## src/rtl/mc8_pkg.sv

```systemverilog
package mc8_pkg;

  localparam int DATA_W    = 8;
  localparam int ADDR_W    = 8;
  localparam int INSTR_W   = 16;
  localparam int NUM_REGS  = 4;
  localparam int REG_IDX_W = $clog2(NUM_REGS);
  localparam int OPC_W     = 4;
  localparam int OPC_LSB   = INSTR_W - OPC_W;
  localparam int RD_LSB    = OPC_LSB - REG_IDX_W;
  localparam int RS_LSB    = RD_LSB - REG_IDX_W;
  localparam int IMM_W     = RS_LSB;

  localparam logic [OPC_W-1:0] OPC_LOAD  = 4'h0;
  localparam logic [OPC_W-1:0] OPC_STORE = 4'h1;
  localparam logic [OPC_W-1:0] OPC_ADD   = 4'h2;
  localparam logic [OPC_W-1:0] OPC_SUB   = 4'h3;
  localparam logic [OPC_W-1:0] OPC_AND   = 4'h4;
  localparam logic [OPC_W-1:0] OPC_OR    = 4'h5;
  localparam logic [OPC_W-1:0] OPC_MOV   = 4'h6;
  localparam logic [OPC_W-1:0] OPC_LDI   = 4'h7;
  localparam logic [OPC_W-1:0] OPC_SUBI  = 4'h8;
  localparam logic [OPC_W-1:0] OPC_BNZ   = 4'h9;
  localparam logic [OPC_W-1:0] OPC_HALT  = 4'hF;

  typedef enum logic [2:0] {
    PH_FETCH  = 3'd0,
    PH_DECODE = 3'd1,
    PH_EXEC   = 3'd2,
    PH_MEM    = 3'd3,
    PH_WB     = 3'd4,
    PH_HALT   = 3'd5
  } phase_e;

  typedef struct packed {
    logic n;
    logic c;
    logic z;
  } flags_t;

  typedef struct packed {
    logic mem_rd;
    logic mem_wr;
    logic reg_wr;
    logic flag_wr;
    logic branch;
    logic halt;
  } ictl_t;

  typedef struct packed {
    logic [DATA_W-1:0] y;
    logic              c;
  } alu_out_t;

  // Class of an opcode: which phases and side effects it needs.
  function automatic ictl_t classify(input logic [OPC_W-1:0] op);
    ictl_t k;
    k = '0;
    case (op)
      OPC_LOAD:  begin k.mem_rd = 1'b1; k.reg_wr = 1'b1; end
      OPC_STORE: k.mem_wr = 1'b1;
      OPC_ADD, OPC_SUB, OPC_AND, OPC_OR, OPC_SUBI: begin
        k.reg_wr  = 1'b1;
        k.flag_wr = 1'b1;
      end
      OPC_MOV, OPC_LDI: k.reg_wr = 1'b1;
      OPC_BNZ:  k.branch = 1'b1;
      OPC_HALT: k.halt   = 1'b1;
      default:  k = '0;
    endcase
    return k;
  endfunction

  // Arithmetic of the execute phase. C is carry for addition, borrow for subtraction.
  function automatic alu_out_t alu_eval(input logic [OPC_W-1:0]  op,
                                        input logic [DATA_W-1:0] a,
                                        input logic [DATA_W-1:0] b,
                                        input logic [IMM_W-1:0]  imm);
    alu_out_t r;
    logic [DATA_W:0] wide;
    r    = '0;
    wide = '0;
    case (op)
      OPC_ADD: begin
        wide = {1'b0, a} + {1'b0, b};
        r.y  = wide[DATA_W-1:0];
        r.c  = wide[DATA_W];
      end
      OPC_SUB: begin
        wide = {1'b0, a} - {1'b0, b};
        r.y  = wide[DATA_W-1:0];
        r.c  = wide[DATA_W];
      end
      OPC_SUBI: begin
        wide = {1'b0, a} - {1'b0, DATA_W'(imm)};
        r.y  = wide[DATA_W-1:0];
        r.c  = wide[DATA_W];
      end
      OPC_AND:  r.y = a & b;
      OPC_OR:   r.y = a | b;
      OPC_MOV:  r.y = b;
      OPC_LDI, OPC_LOAD, OPC_STORE: r.y = DATA_W'(imm);
      default:  r.y = '0;
    endcase
    return r;
  endfunction

  function automatic flags_t flags_of(input alu_out_t r);
    flags_t f;
    f.z = (r.y == '0);
    f.n = r.y[DATA_W-1];
    f.c = r.c;
    return f;
  endfunction

endpackage

```

## src/rtl/mc8_regfile.sv

```systemverilog
module mc8_regfile #(
  parameter int NREG  = 4,
  parameter int DW    = 8,
  parameter int IDX_W = $clog2(NREG)
) (
  input  logic               clk,
  input  logic               rst,
  input  logic               we,
  input  logic [IDX_W-1:0]   waddr,
  input  logic [DW-1:0]      wdata,
  input  logic [IDX_W-1:0]   raddr_a,
  input  logic [IDX_W-1:0]   raddr_b,
  output logic [DW-1:0]      rdata_a,
  output logic [DW-1:0]      rdata_b,
  output logic [NREG*DW-1:0] flat
);

  logic [DW-1:0] regs_q [NREG];

  for (genvar g = 0; g < NREG; g++) begin : g_reg
    always_ff @(posedge clk) begin
      if (rst) begin
        regs_q[g] <= '0;
      end else if (we && (waddr == IDX_W'(g))) begin
        regs_q[g] <= wdata;
      end
    end
    assign flat[g*DW +: DW] = regs_q[g];
  end

  assign rdata_a = regs_q[raddr_a];
  assign rdata_b = regs_q[raddr_b];

endmodule

```

## src/rtl/mc8_alu.sv

```systemverilog
module mc8_alu
  import mc8_pkg::*;
(
  input  logic [OPC_W-1:0]  op,
  input  logic [DATA_W-1:0] a,
  input  logic [DATA_W-1:0] b,
  input  logic [IMM_W-1:0]  imm,
  output logic [DATA_W-1:0] y,
  output flags_t            flags
);

  alu_out_t res;

  always_comb begin
    res   = alu_eval(op, a, b, imm);
    y     = res.y;
    flags = flags_of(res);
  end

endmodule

```

## src/rtl/mc8_seq.sv

```systemverilog
module mc8_seq
  import mc8_pkg::*;
(
  input  logic   clk,
  input  logic   rst,
  input  logic   is_mem,
  input  logic   is_load,
  input  logic   writes_reg,
  input  logic   is_halt,
  output phase_e phase
);

  phase_e nxt;

  always_comb begin
    case (phase)
      PH_FETCH:  nxt = PH_DECODE;
      PH_DECODE: nxt = is_halt ? PH_HALT : PH_EXEC;
      PH_EXEC:   nxt = is_mem ? PH_MEM : (writes_reg ? PH_WB : PH_FETCH);
      PH_MEM:    nxt = is_load ? PH_WB : PH_FETCH;
      PH_WB:     nxt = PH_FETCH;
      PH_HALT:   nxt = PH_HALT;
      default:   nxt = PH_FETCH;
    endcase
  end

  always_ff @(posedge clk) begin
    if (rst) phase <= PH_FETCH;
    else     phase <= nxt;
  end

endmodule

```

## src/rtl/mc8_core.sv

```systemverilog
module mc8_core
  import mc8_pkg::*;
(
  input  logic                       clk,
  input  logic                       rst,
  output logic [ADDR_W-1:0]          imem_addr,
  input  logic [INSTR_W-1:0]         imem_data,
  output logic [ADDR_W-1:0]          dmem_addr,
  output logic [DATA_W-1:0]          dmem_wdata,
  input  logic [DATA_W-1:0]          dmem_rdata,
  output logic                       dmem_we,
  output logic                       dmem_re,
  output logic                       halted,
  output logic [ADDR_W-1:0]          dbg_pc,
  output logic [NUM_REGS*DATA_W-1:0] dbg_regs,
  output logic [2:0]                 dbg_flags
);

  phase_e               phase;
  logic [ADDR_W-1:0]    pc_q;
  logic [INSTR_W-1:0]   ir_q;
  logic [DATA_W-1:0]    opa_q, opb_q, res_q, mdr_q;
  flags_t               flg_q;

  logic [OPC_W-1:0]     ir_op;
  logic [REG_IDX_W-1:0] ir_rd, ir_rs;
  logic [IMM_W-1:0]     ir_imm;
  ictl_t                ctl;

  logic [DATA_W-1:0]    rd_a, rd_b, alu_y, wb_data;
  flags_t               alu_flags;

  // Named internal events, observed by the checker
  logic ev_fetch, ev_decode, ev_exec, ev_flag_upd, ev_br_taken, ev_rf_we;

  assign ir_op  = ir_q[OPC_LSB +: OPC_W];
  assign ir_rd  = ir_q[RD_LSB +: REG_IDX_W];
  assign ir_rs  = ir_q[RS_LSB +: REG_IDX_W];
  assign ir_imm = ir_q[IMM_W-1:0];
  assign ctl    = classify(ir_op);

  assign ev_fetch    = (phase == PH_FETCH);
  assign ev_decode   = (phase == PH_DECODE);
  assign ev_exec     = (phase == PH_EXEC);
  assign ev_flag_upd = ev_exec && ctl.flag_wr;
  assign ev_br_taken = ev_exec && ctl.branch && !flg_q.z;
  assign ev_rf_we    = (phase == PH_WB) && ctl.reg_wr;

  mc8_seq u_seq (
    .clk        (clk),
    .rst        (rst),
    .is_mem     (ctl.mem_rd | ctl.mem_wr),
    .is_load    (ctl.mem_rd),
    .writes_reg (ctl.reg_wr),
    .is_halt    (ctl.halt),
    .phase      (phase)
  );

  mc8_regfile #(
    .NREG (NUM_REGS),
    .DW   (DATA_W)
  ) u_rf (
    .clk     (clk),
    .rst     (rst),
    .we      (ev_rf_we),
    .waddr   (ir_rd),
    .wdata   (wb_data),
    .raddr_a (ir_rd),
    .raddr_b (ir_rs),
    .rdata_a (rd_a),
    .rdata_b (rd_b),
    .flat    (dbg_regs)
  );

  mc8_alu u_alu (
    .op    (ir_op),
    .a     (opa_q),
    .b     (opb_q),
    .imm   (ir_imm),
    .y     (alu_y),
    .flags (alu_flags)
  );

  assign wb_data = ctl.mem_rd ? mdr_q : res_q;

  always_ff @(posedge clk) begin
    if (rst) begin
      pc_q  <= '0;
      ir_q  <= '0;
      opa_q <= '0;
      opb_q <= '0;
      res_q <= '0;
      mdr_q <= '0;
      flg_q <= '0;
    end else begin
      if (ev_fetch) begin
        ir_q <= imem_data;
        pc_q <= pc_q + 1'b1;
      end
      if (ev_decode) begin
        opa_q <= rd_a;
        opb_q <= rd_b;
      end
      if (ev_exec) begin
        res_q <= alu_y;
      end
      if (ev_flag_upd) begin
        flg_q <= alu_flags;
      end
      if (ev_br_taken) begin
        pc_q <= ADDR_W'(ir_imm);
      end
      if ((phase == PH_MEM) && ctl.mem_rd) begin
        mdr_q <= dmem_rdata;
      end
    end
  end

  assign imem_addr  = pc_q;
  assign dmem_addr  = ADDR_W'(res_q);
  assign dmem_wdata = opb_q;
  assign dmem_we    = (phase == PH_MEM) && ctl.mem_wr;
  assign dmem_re    = (phase == PH_MEM) && ctl.mem_rd;
  assign halted     = (phase == PH_HALT);
  assign dbg_pc     = pc_q;
  assign dbg_flags  = {flg_q.n, flg_q.c, flg_q.z};

endmodule

```

## config.mk

```make
export PLATFORM = sky130hd
export DESIGN_NAME = mc8_core
export DESIGN_NICKNAME = d
export VERILOG_FILES = /design/src/rtl/mc8_pkg.sv /design/src/rtl/mc8_regfile.sv /design/src/rtl/mc8_alu.sv /design/src/rtl/mc8_seq.sv /design/src/rtl/mc8_core.sv
export SDC_FILE = /design/constraint.sdc
export NUM_CORES = 1
export LEC_CHECK = 0
export ABC_AREA = 1
export BUFFER_PORTS_ARGS = -buffer_cell sky130_fd_sc_hd__clkbuf_2
export CAP_MARGIN = 5
export CELL_PAD_IN_SITES_DETAIL_PLACEMENT = 1
export CELL_PAD_IN_SITES_GLOBAL_PLACEMENT = 2
export CORE_AREA = 2 2 167 120
export DETAILED_ROUTE_END_ITERATION = 16
export DIE_AREA = 0 0 169 122
export GPL_TIMING_DRIVEN = 0
export HOLD_SLACK_MARGIN = 0.06
export PLACE_DENSITY = 0.85
export REMOVE_ABC_BUFFERS = 1
export SETUP_SLACK_MARGIN = 0.02
export SYNTH_ARGS = -nofsm -noshare
export SYNTH_HDL_FRONTEND = slang
export SYNTH_HIERARCHICAL = 1
export SYNTH_SLANG_ARGS = --single-unit
```

## constraint.sdc

```tcl
create_clock -name clk -period 7 [get_ports clk]
set_input_delay 1.75 -clock clk [delete_from_list [all_inputs] [get_ports clk]]
set_output_delay 1.75 -clock clk [all_outputs]
set_load 0.05 [all_outputs]
```

==> run metrics <==
Starting Density=33.2%; crit-path max FO=10; number of H-tree levels=3; Hold Buf Count CTS=0; r2r setup slk=4.11 ns; Place WS=3.67 ns; setup ws final=3.32 ns; #FFs+latches synth=94; Worst-Margin Slew=1.15 ns; PostCTS Resize Cnt=0; die area=20600 um^2; CTS tree=done; DRT iter0 DRCs=297; RSZ-0062 raised after global routing=false; drc violations=0; largest net degree at the start of global routing=40; initial antenna violation count=1; Final setup viols=0; Die X=169 um; outcome=complete, no violations; root buf cell=clkbuf_16; Total Neg Setup Slack=0 ns; sequential area share after synthesis=34.4%; I/O pin total=96; clock-pin slew on the worst setup and hold paths=0.07 ns; Overflow after GRT=0; critical path startpoint category=register; share of cells above drive strength 1=15.3%; post-CTS setup buffers=0; Antenna Cells=0; R2R cell count=5; leading area contributor after synthesis=dfxtp_1; fmax=272 MHz; Mean Syn Cell Area=6.76 um^2; Clock Sinks=94; die span in y=122 um; Leakage=3.50 nW; Clock Tree Buf Depth=2; leading cell type in the layout, fill and taps excluded=nand2_1; synth unique cells=44; final hold vios=0; cell count after synthesis=947; slowest CP cell=dfxtp_1; commonest register cell after synthesis=dfxtp_1; Worst Hold End=opa_q[0]; commonest non-fill, non-tap cells in the layout=nand2_1, inv_1, nor2_1; Vias=6189; kind of end point of the critical path=output port; Detail Route Antenna Nets=0; number of global-route vias before repair=6089; Max-slew headroom=23.4%; Post-synth EDFFs=32; Required @ worst endpoint=5.25 ns; Worst path max stage delay=0.55 ns; yosys warns=6; worst skew pair latency=0.36 ns; Area growth, synth to finish=14.0%; drt wl/cell=15.9 um; IR drop worst, VDD=0.103 mV; Via density=4.87; Num CTS Buffers=9; critical path class=reg2out; synthesized cell area=6400 um^2; Power Density=306 nW/um^2; FF-to-FF End=u_rf/regs_q[1][6]; standard-cell row count=43; reg2reg start=ir_q[13]; global-route wire length before repair=32300 um; crit share post-route=52.6%; Nets=1084; post-route minimum period=3.68 ns; Routed WL=20200 um; Total GRT Usage=20.1%; top post-synthesis cells by area=dfxtp_1, edfxtp_1, nand2_1; WP data arrival=1.93 ns; Port Buffers=95; fin util=37.9%; crit-path cells=nand3_1 -> nor3_4 -> clkbuf_2; Hold Crit Start=opa_q[0]; final clock skew=0.00930 ns; CORE AREA=19300 um^2; Post-synth ARST share=0%; Final GP Congestion=0.812; Hold Path Depth=2; first drt pass iteration count=5; Max Slew Vio Count=0; DPL Wire Length=15700 um; Min-Delay Path Class=reg2reg; Max-cap violations=0; top cell type's share of synthesized area=19.4%
==> synthesized netlist by cell type (4+ instances only) <==
master,count
nand2_1,206
inv_1,155
nor2_1,111
nand3_1,97
o21ai_0,65
dfxtp_1,62
a21oi_1,49
ha_1,35
edfxtp_1,32
buf_4,13
nor3_1,13
inv_2,12
buf_2,11
clkbuf_1,8
nand2_2,8
nand4_1,7
nor2_2,6
o21ai_1,5
or2_1,5
nand3_2,4
nand3b_1,4
nor2_4,4
==> layout make-up <==
| class | instances | area (um^2) |
|---|---|---|
| Multi-Input combinational cell | 648 | 3350 |
| Sequential cell | 94 | 2200 |
| Timing Repair Buffer | 97 | 510 |
| Clock buffer | 11 | 233 |
| Tap cell | 247 | 309 |
| Fill cell | 2549 | 12000 |
| Clock inverter | 4 | 55.1 |
| Inverter | 170 | 639 |
==> worst max-delay path by stage <==
stage / startpoint / end / cells after the start
after floorplan: u_seq/phase[1] / dmem_we / 2
after global placement: rst / opa_q[7] / 4
after detailed placement: rst / opa_q[7] / 5
after CTS: u_seq/phase[1] / dmem_re / 3
after global routing: u_seq/phase[1] / dmem_re / 3
final: u_seq/phase[1] / dmem_re / 3
==> power breakdown <==
group	switching (mW)	internal [mW]	total (mW)
clock network	0.226	0.278	0.504
logic	0.703	0.284	0.987
registers	0.113	0.630	0.743
==> worst max-delay path, delay by kind of cell (launching register included) <==
kind / cells / cell delay, ns
DFF: 1 / 0.55
and+or+nand+nor: 2 / 0.65
buffers and inverters: 1 / 0.36
==> per-stage QoR <==
step / instance area, um^2 / total power [mW] / hold slack (ns) / std cells
CTS: 7290 / 2.25 / 0.483 / 1270
global placement: 6980 / 1.72 / 0.469 / 1254
finish: 7300 / 2.23 / 0.479 / 1271
floorplan: 6190 / 1.44 / 0.443 / 912
global route: 7300 / 2.41 / 0.515 / 1271
detailed placement: 7000 / 1.74 / 0.467 / 1255
==> registers in the layout, summed over array words and instances, names as in the netlist <==
| name | count |
|---|---|
| u_rf/regs_q | 32 |
| ir_q | 16 |
| dbg_pc | 8 |
| dmem_addr | 8 |
| dmem_wdata | 8 |
| mdr_q | 8 |
| opa_q | 8 |
| dbg_flags | 3 |
| u_seq/phase | 3 |
==> layer usage <==
metal	vias up	global-route usage [%]	part of all wire (%)
met5	-	0	0
met4	0	3.21	0.67
met3	10	3.90	4.1
met2	95	30.6	42
met1	2954	29.9	53
li1	3130	-	-
==> kinds of logic (layout without fill, tap and decap cells) <==
logic type                 Yosys count  in the layout  share of synthesized area, %
and+or+nand+nor                    479            479                          33.9
buffers and inverters              205            282                          13.3
AOI/OAI and AO/OA                  130            130                          10.6
DFF                                 94             94                          34.4
adders and majority gates           38             38                          7.78
xor gates and xnor gates             1              1                         0.137
Power figures use the tool's default switching activity.
